<file path="src/rtl/gpio_pkg.sv">
package gpio_pkg;

   localparam int NUM_SLOTS = 8;
   localparam int SLOT_BITS = 4;
   localparam int IDX_W     = 3;

   typedef enum logic [IDX_W-1:0] {
      IDX_DOUT = 3'd0,
      IDX_DIN  = 3'd1,
      IDX_OE   = 3'd2,
      IDX_SEL  = 3'd3,
      IDX_EN   = 3'd4,
      IDX_LEV  = 3'd5,
      IDX_POL  = 3'd6,
      IDX_STAT = 3'd7
   } slot_idx_e;

   typedef enum logic [1:0] {
      OP_LOAD = 2'd0,
      OP_SET  = 2'd1,
      OP_CLR  = 2'd2,
      OP_RSVD = 2'd3
   } wr_op_e;

endpackage

</file>
<file path="src/rtl/gpio_sync.sv">
module gpio_sync #(
   parameter int N      = 32,
   parameter int STAGES = 2
) (
   input  logic         clk,
   input  logic         rst_n,
   input  logic [N-1:0] async_i,
   output logic [N-1:0] sync_o
);

   if (STAGES < 2) begin : g_bad_stages
      $error("gpio_sync: STAGES must be at least 2");
   end

   logic [N-1:0] stg_q [STAGES];

   for (genvar s = 0; s < STAGES; s++) begin : g_stage
      if (s == 0) begin : g_first
         always_ff @(posedge clk or negedge rst_n) begin
            if (!rst_n) stg_q[s] <= '0;
            else        stg_q[s] <= async_i;
         end
      end else begin : g_next
         always_ff @(posedge clk or negedge rst_n) begin
            if (!rst_n) stg_q[s] <= '0;
            else        stg_q[s] <= stg_q[s-1];
         end
      end
   end

   assign sync_o = stg_q[STAGES-1];

endmodule

</file>
<file path="src/rtl/gpio_regfile.sv">
module gpio_regfile
   import gpio_pkg::*;
#(
   parameter int N  = 32,
   parameter int AW = 8
) (
   input  logic          clk,
   input  logic          rst_n,
   input  logic          bus_sel,
   input  logic          bus_wr,
   input  logic [AW-1:0] bus_addr,
   input  logic [N-1:0]  bus_wdata,
   input  logic [N-1:0]  din_i,
   input  logic [N-1:0]  stat_i,
   output logic [N-1:0]  dout_o,
   output logic [N-1:0]  oe_o,
   output logic [N-1:0]  sel_o,
   output logic [N-1:0]  en_o,
   output logic [N-1:0]  lev_o,
   output logic [N-1:0]  pol_o,
   output logic          stat_wr_o,
   output logic [N-1:0]  stat_wval_o,
   output logic [N-1:0]  rdata_o
);

   localparam int IDX_LSB = SLOT_BITS;
   localparam int IDX_MSB = SLOT_BITS + IDX_W - 1;

   function automatic logic [N-1:0] f_apply(wr_op_e op, logic [N-1:0] cur,
                                            logic [N-1:0] wd);
      case (op)
         OP_LOAD: f_apply = wd;
         OP_SET:  f_apply = cur | wd;
         OP_CLR:  f_apply = cur & ~wd;
         default: f_apply = cur;
      endcase
   endfunction

   logic                    in_range;
   logic [IDX_W-1:0]        idx;
   wr_op_e                  op;
   logic                    wr_ok;
   logic                    unused_lsb;
   logic [NUM_SLOTS-1:0][N-1:0] rd_vec;

   if (AW > IDX_MSB + 1) begin : g_upper
      assign in_range = (bus_addr[AW-1:IDX_MSB+1] == '0);
   end else begin : g_noupper
      assign in_range = 1'b1;
   end

   assign idx        = bus_addr[IDX_MSB:IDX_LSB];
   assign op         = wr_op_e'(bus_addr[IDX_LSB-1:IDX_LSB-2]);
   assign unused_lsb = ^bus_addr[IDX_LSB-3:0];
   assign wr_ok      = bus_sel && bus_wr && in_range && (op != OP_RSVD);

   for (genvar r = 0; r < NUM_SLOTS; r++) begin : g_slot
      if (r == int'(IDX_DIN)) begin : g_input
         assign rd_vec[r] = din_i;
      end else if (r == int'(IDX_STAT)) begin : g_status
         assign rd_vec[r] = stat_i;
      end else begin : g_rw
         logic         hit;
         logic [N-1:0] q;
         assign hit = wr_ok && (idx == IDX_W'(r));
         always_ff @(posedge clk or negedge rst_n) begin
            if (!rst_n)   q <= '0;
            else if (hit) q <= f_apply(op, q, bus_wdata);
         end
         assign rd_vec[r] = q;
      end
   end

   assign dout_o      = rd_vec[IDX_DOUT];
   assign oe_o        = rd_vec[IDX_OE];
   assign sel_o       = rd_vec[IDX_SEL];
   assign en_o        = rd_vec[IDX_EN];
   assign lev_o       = rd_vec[IDX_LEV];
   assign pol_o       = rd_vec[IDX_POL];

   assign stat_wr_o   = wr_ok && (idx == IDX_STAT);
   assign stat_wval_o = f_apply(op, stat_i, bus_wdata);

   assign rdata_o     = in_range ? rd_vec[idx] : '0;

endmodule

</file>
<file path="src/rtl/gpio_irq_detect.sv">
module gpio_irq_detect #(
   parameter int N = 32
) (
   input  logic         clk,
   input  logic         rst_n,
   input  logic [N-1:0] sync_i,
   input  logic [N-1:0] sel_i,
   input  logic [N-1:0] en_i,
   input  logic [N-1:0] lev_i,
   input  logic [N-1:0] pol_i,
   input  logic         stat_wr_i,
   input  logic [N-1:0] stat_wval_i,
   output logic [N-1:0] stat_o,
   output logic         irq_o
);

   logic [N-1:0] prev_q;
   logic [N-1:0] stat_q;
   logic [N-1:0] hit;
   logic [N-1:0] stat_d;

   for (genvar i = 0; i < N; i++) begin : g_pin
      logic active_lvl;
      logic rise;
      logic fall;
      assign active_lvl = ~(sync_i[i] ^ pol_i[i]);
      assign rise       = sync_i[i] & ~prev_q[i];
      assign fall       = ~sync_i[i] & prev_q[i];
      assign hit[i]     = sel_i[i] &
                          (lev_i[i] ? active_lvl : (pol_i[i] ? rise : fall));
   end

   // A pin event is ORed in after the bus update, so it takes priority
   assign stat_d = (stat_wr_i ? stat_wval_i : stat_q) | hit;

   always_ff @(posedge clk or negedge rst_n) begin
      if (!rst_n) begin
         prev_q <= '0;
         stat_q <= '0;
      end else begin
         prev_q <= sync_i;
         stat_q <= stat_d;
      end
   end

   assign stat_o = stat_q;
   assign irq_o  = |(stat_q & en_i);

endmodule

</file>
<file path="src/rtl/gpio_irq_port.sv">
module gpio_irq_port #(
   parameter int N           = 32,
   parameter int AW          = 8,
   parameter int SYNC_STAGES = 2
) (
   input  logic          clk,
   input  logic          rst_n,
   input  logic          bus_sel,
   input  logic          bus_wr,
   input  logic [AW-1:0] bus_addr,
   input  logic [N-1:0]  bus_wdata,
   output logic [N-1:0]  bus_rdata,
   input  logic [N-1:0]  pin_in,
   output logic [N-1:0]  pin_out,
   output logic [N-1:0]  pin_oe,
   output logic          irq_out
);

   localparam int MIN_AW = gpio_pkg::SLOT_BITS + gpio_pkg::IDX_W;

   if (N < 1 || N > 32) begin : g_bad_n
      $error("gpio_irq_port: N must lie in 1..32");
   end
   if (AW < MIN_AW) begin : g_bad_aw
      $error("gpio_irq_port: AW too small for eight 16-byte slots");
   end

   logic [N-1:0] sync_w;
   logic [N-1:0] dout_w;
   logic [N-1:0] oe_w;
   logic [N-1:0] sel_w;
   logic [N-1:0] en_w;
   logic [N-1:0] lev_w;
   logic [N-1:0] pol_w;
   logic [N-1:0] stat_w;
   logic         stat_wr_w;
   logic [N-1:0] stat_wval_w;

   gpio_sync #(.N(N), .STAGES(SYNC_STAGES)) u_sync (
      .clk     (clk),
      .rst_n   (rst_n),
      .async_i (pin_in),
      .sync_o  (sync_w)
   );

   gpio_regfile #(.N(N), .AW(AW)) u_regs (
      .clk         (clk),
      .rst_n       (rst_n),
      .bus_sel     (bus_sel),
      .bus_wr      (bus_wr),
      .bus_addr    (bus_addr),
      .bus_wdata   (bus_wdata),
      .din_i       (sync_w),
      .stat_i      (stat_w),
      .dout_o      (dout_w),
      .oe_o        (oe_w),
      .sel_o       (sel_w),
      .en_o        (en_w),
      .lev_o       (lev_w),
      .pol_o       (pol_w),
      .stat_wr_o   (stat_wr_w),
      .stat_wval_o (stat_wval_w),
      .rdata_o     (bus_rdata)
   );

   gpio_irq_detect #(.N(N)) u_detect (
      .clk         (clk),
      .rst_n       (rst_n),
      .sync_i      (sync_w),
      .sel_i       (sel_w),
      .en_i        (en_w),
      .lev_i       (lev_w),
      .pol_i       (pol_w),
      .stat_wr_i   (stat_wr_w),
      .stat_wval_i (stat_wval_w),
      .stat_o      (stat_w),
      .irq_o       (irq_out)
   );

   assign pin_out = dout_w;
   assign pin_oe  = oe_w;

endmodule

</file>
<file path="config.mk">
export PLATFORM = sky130hd
export DESIGN_NAME = gpio_irq_port
export DESIGN_NICKNAME = d
export VERILOG_FILES = /design/src/rtl/gpio_pkg.sv /design/src/rtl/gpio_sync.sv /design/src/rtl/gpio_regfile.sv /design/src/rtl/gpio_irq_detect.sv /design/src/rtl/gpio_irq_port.sv
export SDC_FILE = /design/constraint.sdc
export NUM_CORES = 1
export LEC_CHECK = 0
export ABC_CLOCK_PERIOD_IN_PS = 3900
export BUFFER_PORTS_ARGS = -buffer_cell sky130_fd_sc_hd__clkbuf_2
export CORE_AREA = 2 2 193 195
export CTS_CLUSTER_SIZE = 30
export DETAILED_ROUTE_END_ITERATION = 8
export DIE_AREA = 0 0 195 197
export SYNTH_ARGS = -nofsm -noshare
export SYNTH_HDL_FRONTEND = slang
export SYNTH_HIERARCHICAL = 1
export SYNTH_SLANG_ARGS = --single-unit
</file>
<file path="constraint.sdc">
create_clock -name clk -period 3.9 [get_ports clk]
set_clock_uncertainty 0.05 [all_clocks]
set_input_delay 0.39 -clock clk [delete_from_list [all_inputs] [get_ports clk]]
set_output_delay 0.39 -clock clk [all_outputs]
set_load 0.03 [all_outputs]
</file>
After elaboration in Yosys (flattened, before gate mapping)
Index checks and enable logic that the tools add are counted.
- bits of input ports: 76
- register bits after elaboration: 320
- output and inout bits: 97
- order comparisons: 1
- mux-type cells: 75
- bitwise gates (word level): 242
- reductions and logical operators: 20
- equality and inequality tests: 9
- operators with widths (cell ; number):
    case mux 32 bit (3 select lines) ; 7
    AND 32 bit ; 8
    bitwise OR 32 bit ; 8
    inverter 1 bit ; 97
    AND 1 bit ; 96
    binary-select mux 32 bit (select 3 bit) ; 1
    2-to-1 mux 32 bit ; 3
    2-to-1 mux 1 bit ; 64
    inverter 32 bit ; 1
    OR reduction 32 bit ; 1
    XOR 1 bit ; 32
    == test 3 bit (second input constant) ; 4
    AND reduction 2 bit ; 6
    logical AND 1 bit ; 10
    == test 3 x 2 -> 1 bit (second input constant) ; 2
    less-than comparator 3 x 4 -> 1 bit (second input constant) ; 1
    logical NOT 3 bit ; 1
    nonzero test 3 bit ; 1
    == test 2 x 1 -> 1 bit (second input constant) ; 1
    == test 2 bit (second input constant) ; 1
    logical NOT 2 bit ; 1
    inequality test 2 bit (second input constant) ; 1

Logic depth before layout (Yosys ltp)
Gate-level depths: netlist (run 1).
- depth after elaboration: 6
- depth in mapped cells: 10
- mapped depth without buffers: 6

Hierarchy
The synthesis (run 1) kept the hierarchy.
- modules (own cells, without submodules) (module ; area an instance (µm²) ; cells an instance ; instances ; seq. area each (µm²)):
    gpio_regfile ; 11290.8 ; 1086 ; 1 ; 4804.6
    gpio_irq_detect ; 3105.5 ; 284 ; 1 ; 1601.5
    gpio_sync ; 1841.8 ; 96 ; 1 ; 1601.5

Least setup slack after synthesis (run 1)
No wires, ideal clock.
- kind: input-to-reg
- from: input port bus_addr[2]
- to: register u_detect.stat_q[10], in the netlist u_detect/stat_o[10]
- setup time: 126 ps
- arrival: 2147 ps
- stages on the path: 10
- path slack: 1577 ps
- data required time: 3724 ps
- cell sequence: ha_1 > nor4bb_2 > buf_4 > buf_6 > buf_6 > and3_1 > buf_2 > buf_2 > nor2b_1 > a221o_1
- word-level cells in the longest chain between the ends: 5
- elaborated cells between the ends (all ways): 9
- those cells by class: 3 x eq/ne; 2 x mux; 1 x bitwise; 3 x reduce/logical
- ends and longest elaborated chain (what ; RTL line ; text):
    start: declaration ; gpio_irq_port.sv:10 ; input logic [AW-1:0] bus_addr,
    inequality test 2 bit ; gpio_regfile.sv:55 ; assign wr_ok = bus_sel && bus_wr && in_range && (op != OP_RSVD);
    logical AND 1 bit ; gpio_regfile.sv:55 ;
    logical AND 1 bit ; gpio_regfile.sv:81 ; assign stat_wr_o = wr_ok && (idx == IDX_STAT);
    via stat_wr_w ; gpio_irq_port.sv:36 ; logic stat_wr_w;
    2-to-1 mux 32 bit ; gpio_irq_detect.sv:34 ; assign stat_d = (stat_wr_i ? stat_wval_i : stat_q) | hit;
    bitwise OR 32 bit ; gpio_irq_detect.sv:34 ;
    via u_detect.stat_d[10] ; gpio_irq_detect.sv:20 ; logic [N-1:0] stat_d;
    end signal: assignment ; gpio_irq_detect.sv:42 ; stat_q <= stat_d;
    end: declaration ; gpio_irq_detect.sv:18 ; logic [N-1:0] stat_q;
The timed path passes the listed nets, and every way through them passes these cells.
A chain may end at the register's enable or synchronous reset.

Final worst setup path (run 1)
- from: input port bus_addr[4]
- to: output port bus_rdata[13]
- word-level cells in the longest chain between the ends: 3
- ends and longest elaborated chain (what ; RTL line ; text):
    binary-select mux 32 bit (select 3 bit) ; gpio_regfile.sv:84 ; assign rdata_o = in_range ? rd_vec[idx] : '0;
    2-to-1 mux 32 bit (implied by the code) ; gpio_regfile.sv:84 ;
    2-to-1 mux 32 bit ; gpio_regfile.sv:84 ;
    end: declaration ; gpio_irq_port.sv:12 ; output logic [N-1:0] bus_rdata,
Every way passes these cells. The select of a mux whose other input is x is not followed.

==> results.cfg, run 1 <==
[placement]
hpwl_um = 31520
port_buffers = 170
routabilityCongestion = 0.8545
placed_area_um2 = 16940

[critical_path]
crit_chain = buf_4 -> buf_4 -> mux4_2 -> nand2_1 -> a21oi_1 -> clkbuf_2
required_ns = 3.46
path_class = in2out
crit_start = bus_addr[4]
r2r_cells = 3
cpMostUsedCell = buf_4
end_kind = output pin
critPathSlowestCell = buf_4
critPathMaxStageDelay_ns = 0.64
reg2reg_from = u_detect/stat_o[0]
start_kind = input port
crit_path_max_fanout = 39
cp.arrival_ns = 2.36

[timing]
finalHoldViolCount = 0
tns_ns = 0
fin_crit_ns = 2.802
relSlewSlack_pct = 38.02
rsz0062_at_grt = false
worstMarginPinSlew_ns = 0.9298
min_period_over_period_pct = 71.85
setup_viol = 0
max_clock_freq_ghz = 0.3569
drv_slew = 0

[synthesis]
yosys_warnings = 6
netlist_area_um2 = 16240
yosysTopAreaCell = dfrtp_1
synth_cells = 1466
synth_flop_cell = dfrtp_1
yosys-top-cells-area = dfrtp_1 (49%), a41oi_1 (10%), a21oi_1 (9.8%), mux4_2 (8.9%), nor2b_1 (3.7%)
synth_edf_count = 0
synth_seq_area_share_pct = 49.31
yosysTopAreaCellShare_pct = 49.31
ys_ff_latch = 320
syn_nets = 1546
synth_cell_type_count = 30
synth_area_per_cell_um2 = 11.08
async_flop_share_pct = 100.0

[finish]
diodes = 0
post-route-cell-area_um2 = 18550
multiInputGateArea_um2 = 7003
utilization_pct = 51.17
syn_to_final_growth_pct = 14.25
fill_cells = 3275
nets = 1630
drive_gt1_share_pct = 22.37
regArea_um2 = 8008

[cts]
clock_path_buffers = 3
clkTransAtPathRegs_ns = 0.06
numCtsBuffers = 38
clk_latency_ns = 0.53
cts_tree = yes
ctsHoldBuffers = 33
post_cts_resized = 0
clock-sinks = 320
clock-root-buffer = clkbuf_16
post_cts_buffers = 0
h-tree-depth = 2

[route]
first_iter_violations = 1359
drc_errors = 0
drtAntennaViolNets = 0
routed-via-count = 13658
viasPerCell = 6.675
drt-total-wl_um = 52900
wl_per_cell_um = 25.86
first_pass_iters = 6

[global_routing]
grt_overflow = 0
track_usage_pct = 27.61
grt_max_degree = 127
grt_pass1_vias = 13593
grt_antenna_before_repair = 0
grt_first_pass_wirelength_um = 82480

[floorplanning]
ios = 173
chipWidth_um = 195
start_util_pct = 44.78
fp.coreArea_um2 = 36260
rows = 70
chipHeight_um = 197
dieArea_um2 = 38420

[pwr]
power_leakage_nw = 7.730
total_power_mw = 10.57
ir_drop_mv = 0.2782
powerDensity_nw_per_um2 = 569.7

[hold_path]
hp-class = in2reg
min_from = bus_wdata[24]
min_path_cells = 3

[run]
cap_violations = 0

[status]
status = finished clean
## stage by stage
stage	instances	worst slack, ns	hold WS, ns
3_5_place_dp	1945	1.092	0.2847
5_1_grt	2046	1.011	0.2594
4_1_cts	2046	1.088	0.2219
2_1_floorplan	1466	1.577	0.04441
6_report	2046	1.098	0.2461
3_3_place_gp	1945	1.095	0.2815
## cells by family after synthesis
kind of cell	count (synthesis)	synth area share (%)
AOI/OAI and AO/OA	655	26.98
DFF	320	49.31
and+or+nand+nor	213	6.758
buffers and inverters	210	7.759
muxes	64	8.877
adders and majority gates	4	0.3082
## cell usage in the layout, fill, tap and decap left out, types with 2 or more instances in the layout
cell type,Yosys,final
a21oi_1,317,317
a221o_1,32,32
clkbuf_8,0,11
and3_1,7,6
dfrtp_1,320,320
nor2b_1,97,95
o21bai_1,32,32
clkbuf_1,98,8
a22oi_2,2,2
nand2_1,96,96
clkinv_2,0,5
buf_12,1,9
nand2b_1,2,2
clkbuf_2,0,166
mux4_2,64,64
o22ai_1,63,63
clkbuf_16,0,41
a22oi_1,14,14
dlygate4sd3_1,0,33
nand4_1,4,4
ha_1,4,3
buf_4,58,40
a41oi_1,192,192
inv_1,5,3
## path summary, 6_finish.rpt
check                                      to  slack, ns
min in group asynchronous    u_sync/stg_q[35]       0.39
hold / removal                u_regs/en_o[24]       0.25
hold reg to reg             u_sync/sync_o[22]       0.29
setup / recovery                bus_rdata[13]       1.10
setup reg to reg           u_detect/stat_o[0]       2.59
max in group asynchronous    u_sync/stg_q[50]       2.49
## critical path, delay by kind of cell
family,cells,cell delay [ns]
simple gates,1,0.12
mux,1,0.51
compound gates,1,0.09
buf+inv,3,1.21
## where the power goes
part	internal, mW	switching, mW
clock network	2.19	1.42
logic	1.07	1.39
registers	3.88	0.623
total	7.14	3.43
## synthesized netlist by cell type (16+ instances only)
cell type	n
a41oi_1	192
mux4_2	64
clkbuf_1	98
a21oi_1	317
buf_2	16
a221o_1	32
nand2_1	96
o21bai_1	32
nor2b_1	97
dfrtp_1	320
buf_6	29
o22ai_1	63
buf_4	58
## routing by layer
layer | GRT usage, % | up-vias | routed length, um
met5 | 0 | - | 0
met4 | 10.15 | 0 | 1578
met3 | 4.945 | 114 | 4448
met2 | 42.58 | 729 | 24410
met1 | 39.22 | 6955 | 22460
li1 | - | 5860 | -
## state kept, by name (all words and copies together) (netlist names)
register and cells:
u_regs/lev_o 32, u_sync/sync_o 32, u_sync/stg_q 32, u_regs/en_o 32, u_regs/dout_o 32, u_detect/stat_o 32, u_regs/pol_o 32, u_detect/prev_q 32
u_regs/oe_o 32, u_regs/sel_o 32
## area by class of cell
type,instances,area share (%)
clock inverter,8,0.3844
timing repair buffer,249,8.929
tap,468,3.156
inverter,5,0.1146
multi-input combinational,936,37.75
clock buffer,60,6.508
sequential,320,43.16
Power figures use the tool's default switching activity.
==> inputs of run 2 (changes only) <==
ABC_AREA = 1   (was unset)
ABC_CLOCK_PERIOD_IN_PS = 2900   (was 3900)
CORE_AREA = 2 2 209 211   (was 2 2 193 195)
DIE_AREA = 0 0 211 213   (was 0 0 195 197)
clock period = 2.9 ns   (was 3.9 ns; I/O delays follow)
==> run 2 against run 1 <==
Cell count is 81% higher; critical path depth grew 2; non-clock buffer count grew 18; combinational power rose by 22%; clock-buffer cell count fell by 2; largest cell class is now multi-input gates; sequential share of layout area decreased by 6.5 points; highest routed layer unchanged.
==> results.cfg, run 2 <==
[synthesis]
synth_flop_cell = dfrtp_1
yosysTopAreaCell = dfrtp_1
async_flop_share_pct = 100.0
synth_area_per_cell_um2 = 6.321
synth_edf_count = 0
synth_cell_type_count = 22
yosys_warnings = 6
yosysTopAreaCellShare_pct = 42.04
netlist_area_um2 = 19050
synth_cells = 3013
yosys-top-cells-count = nand2_1 (1,564), nor2_1 (491), dfrtp_1 (320)
synth_seq_area_share_pct = 42.04
syn_nets = 3093
yosys-top-cells-area = dfrtp_1 (42%), nand2_1 (31%), nor2_1 (9.7%), nand3_1 (2.7%), a21oi_1 (2.5%)
synthMostInstantiatedCell = nand2_1
ys_ff_latch = 320

[cts]
cts_tree = yes
clk_latency_ns = 0.56
clkTransAtPathRegs_ns = 0.06
h-tree-depth = 2
ctsHoldBuffers = 33
post_cts_buffers = 0
clock-sinks = 320
numCtsBuffers = 39
clock_path_buffers = 3
clock-root-buffer = clkbuf_16
post_cts_resized = 0

[route]
drt-total-wl_um = 67950
viasPerCell = 5.320
drtAntennaViolNets = 0
first_pass_iters = 8
first_iter_violations = 1888
routed-via-count = 19701
wl_per_cell_um = 18.35
drc_errors = 0

[hold_path]
min_path_cells = 7
min_from = bus_wdata[29]
holdPathEnd = u_regs/dout_o[29]
hp-class = in2reg

[critical_path]
crit_path_max_fanout = 12
cp.arrival_ns = 2.14
start_kind = input port
rrSetupSlack_ns = 1.84
required_ns = 2.56
timing.rr.end = u_regs/oe_o[19]
reg2reg_from = u_regs/oe_o[19]
end_kind = output pin
r2r_cells = 6
path_class = in2out

[timing]
drv_slew = 0
worstMarginPinSlew_ns = 0.6956
tns_ns = 0
max_clock_freq_ghz = 0.4036
finalHoldViolCount = 0
min_period_over_period_pct = 85.43
relSlewSlack_pct = 53.63
setup_viol = 0
rsz0062_at_grt = false
fin_crit_ns = 2.478

[placement]
placed_area_um2 = 20360
routabilityCongestion = 0.8658
hpwl_um = 41570
port_buffers = 170

[global_routing]
top_usage_layer = met2
track_usage_pct = 30.29
grt_overflow = 0
use_met2_pct = 48.83
grt_max_degree = 93
grt_pass1_vias = 18533
met3_usage_pct = 4.618
grt_antenna_before_repair = 0
use_met1_pct = 40.73
grt_first_pass_wirelength_um = 104900

[finish]
nets = 3214
drive_gt1_share_pct = 9.693
post-route-cell-area_um2 = 21830
final_common_cell = nand2_1
mostFrequentLayoutCells = nand2_1 (1,564), nor2_1 (490), dfrtp_1 (320)
syn_to_final_growth_pct = 14.60
diodes = 0

[floorplanning]
fp.coreArea_um2 = 42700
chipWidth_um = 211
dieArea_um2 = 44940
chipHeight_um = 213
start_util_pct = 44.61
rows = 76
ios = 173

[run]
cap_violations = 0

[pwr]
ir_drop_mv = 0.3590
powerDensity_nw_per_um2 = 603.2
power_leakage_nw = 11.81

[status]
status = finished clean
run 2: cell types whose count changed in the layout (fill, tap and decap cells not counted), sizes merged, moves of 32 or more:
cell / change
nor2b: -97
a21oi: -221
a41oi: -192
mux2i: +32
o21ai: +96
inv: +104
o22ai: -63
mux4: -64
nand3: +103
a221o: -32
nand2: +1468
nor2: +496
o21bai: -32
run 2: kinds of logic (layout without fill, tap and decap cells):
logic type	count (synthesis)	count (layout)	share of synthesized area (%)
simple gates	2168	2168	43.77
flops	320	320	42.04
mux	32	32	1.682
buf+inv	297	441	7.200
compound gates	192	192	5.045
fa+ha+maj	4	4	0.2628
run 2: worst max-delay path: stages:
cell,delay (ns)
clkbuf_2,0.13
inv_2,0.31
nand2_1,0.33
buf_4,0.30
o21ai_0,0.15
nor2_1,0.07
nor2_1,0.27
clkbuf_2,0.28
run 2: metrics by stage:
| stage | std cells | util, % | power (mW) | setup WS (ns) | hold slack (ns) |
|---|---|---|---|---|---|
| after global routing | 3703 | 51.12 | 13.90 | 0.2921 | 0.2913 |
| after CTS | 3703 | 51.12 | 13.25 | 0.4457 | 0.2252 |
| after global placement | 3606 | 47.68 | 8.521 | 0.4473 | 0.2773 |
| final | 3703 | 51.12 | 13.17 | 0.4225 | 0.2540 |
| after detailed placement | 3606 | 47.68 | 8.611 | 0.4506 | 0.2835 |
| after floorplan | 3013 | - | 7.615 | 0.9322 | -0.05559 |
run 2: how the worst max path moves through the flow:
| stage | from | end | slack, ns | cells past startpoint |
|---|---|---|---|---|
| finish | bus_addr[5] | bus_rdata[29] | 0.42 | 8 |
| global placement | bus_addr[5] | bus_rdata[29] | 0.45 | 8 |
| floorplan | bus_addr[2] | u_detect/stat_o[10] | 0.93 | 9 |
| global route | bus_addr[5] | bus_rdata[29] | 0.29 | 8 |
| detailed placement | bus_addr[5] | bus_rdata[29] | 0.45 | 8 |
| CTS | bus_addr[5] | bus_rdata[29] | 0.45 | 8 |
run 2: layer usage:
layer	vias up	share of wire, %
li1	9400	-
met1	9116	42
met2	977	45
met3	208	8.7
met4	0	4.1
met5	-	0
run 2: where the power goes:
part           switching, mW  internal (mW)
registers              0.620           5.01
clock network           1.92           2.62
logic                   2.00          0.990
run 2: cell type report:
type / instances / area, um2
clock buffer: 58 / 1110
clock inverter: 6 / 30.03
fill: 4260 / 20870
inverter: 110 / 417.9
multi-input combinational: 2396 / 9707
sequential: 320 / 8008
tap: 546 / 683.2
timing repair buffer: 267 / 1872
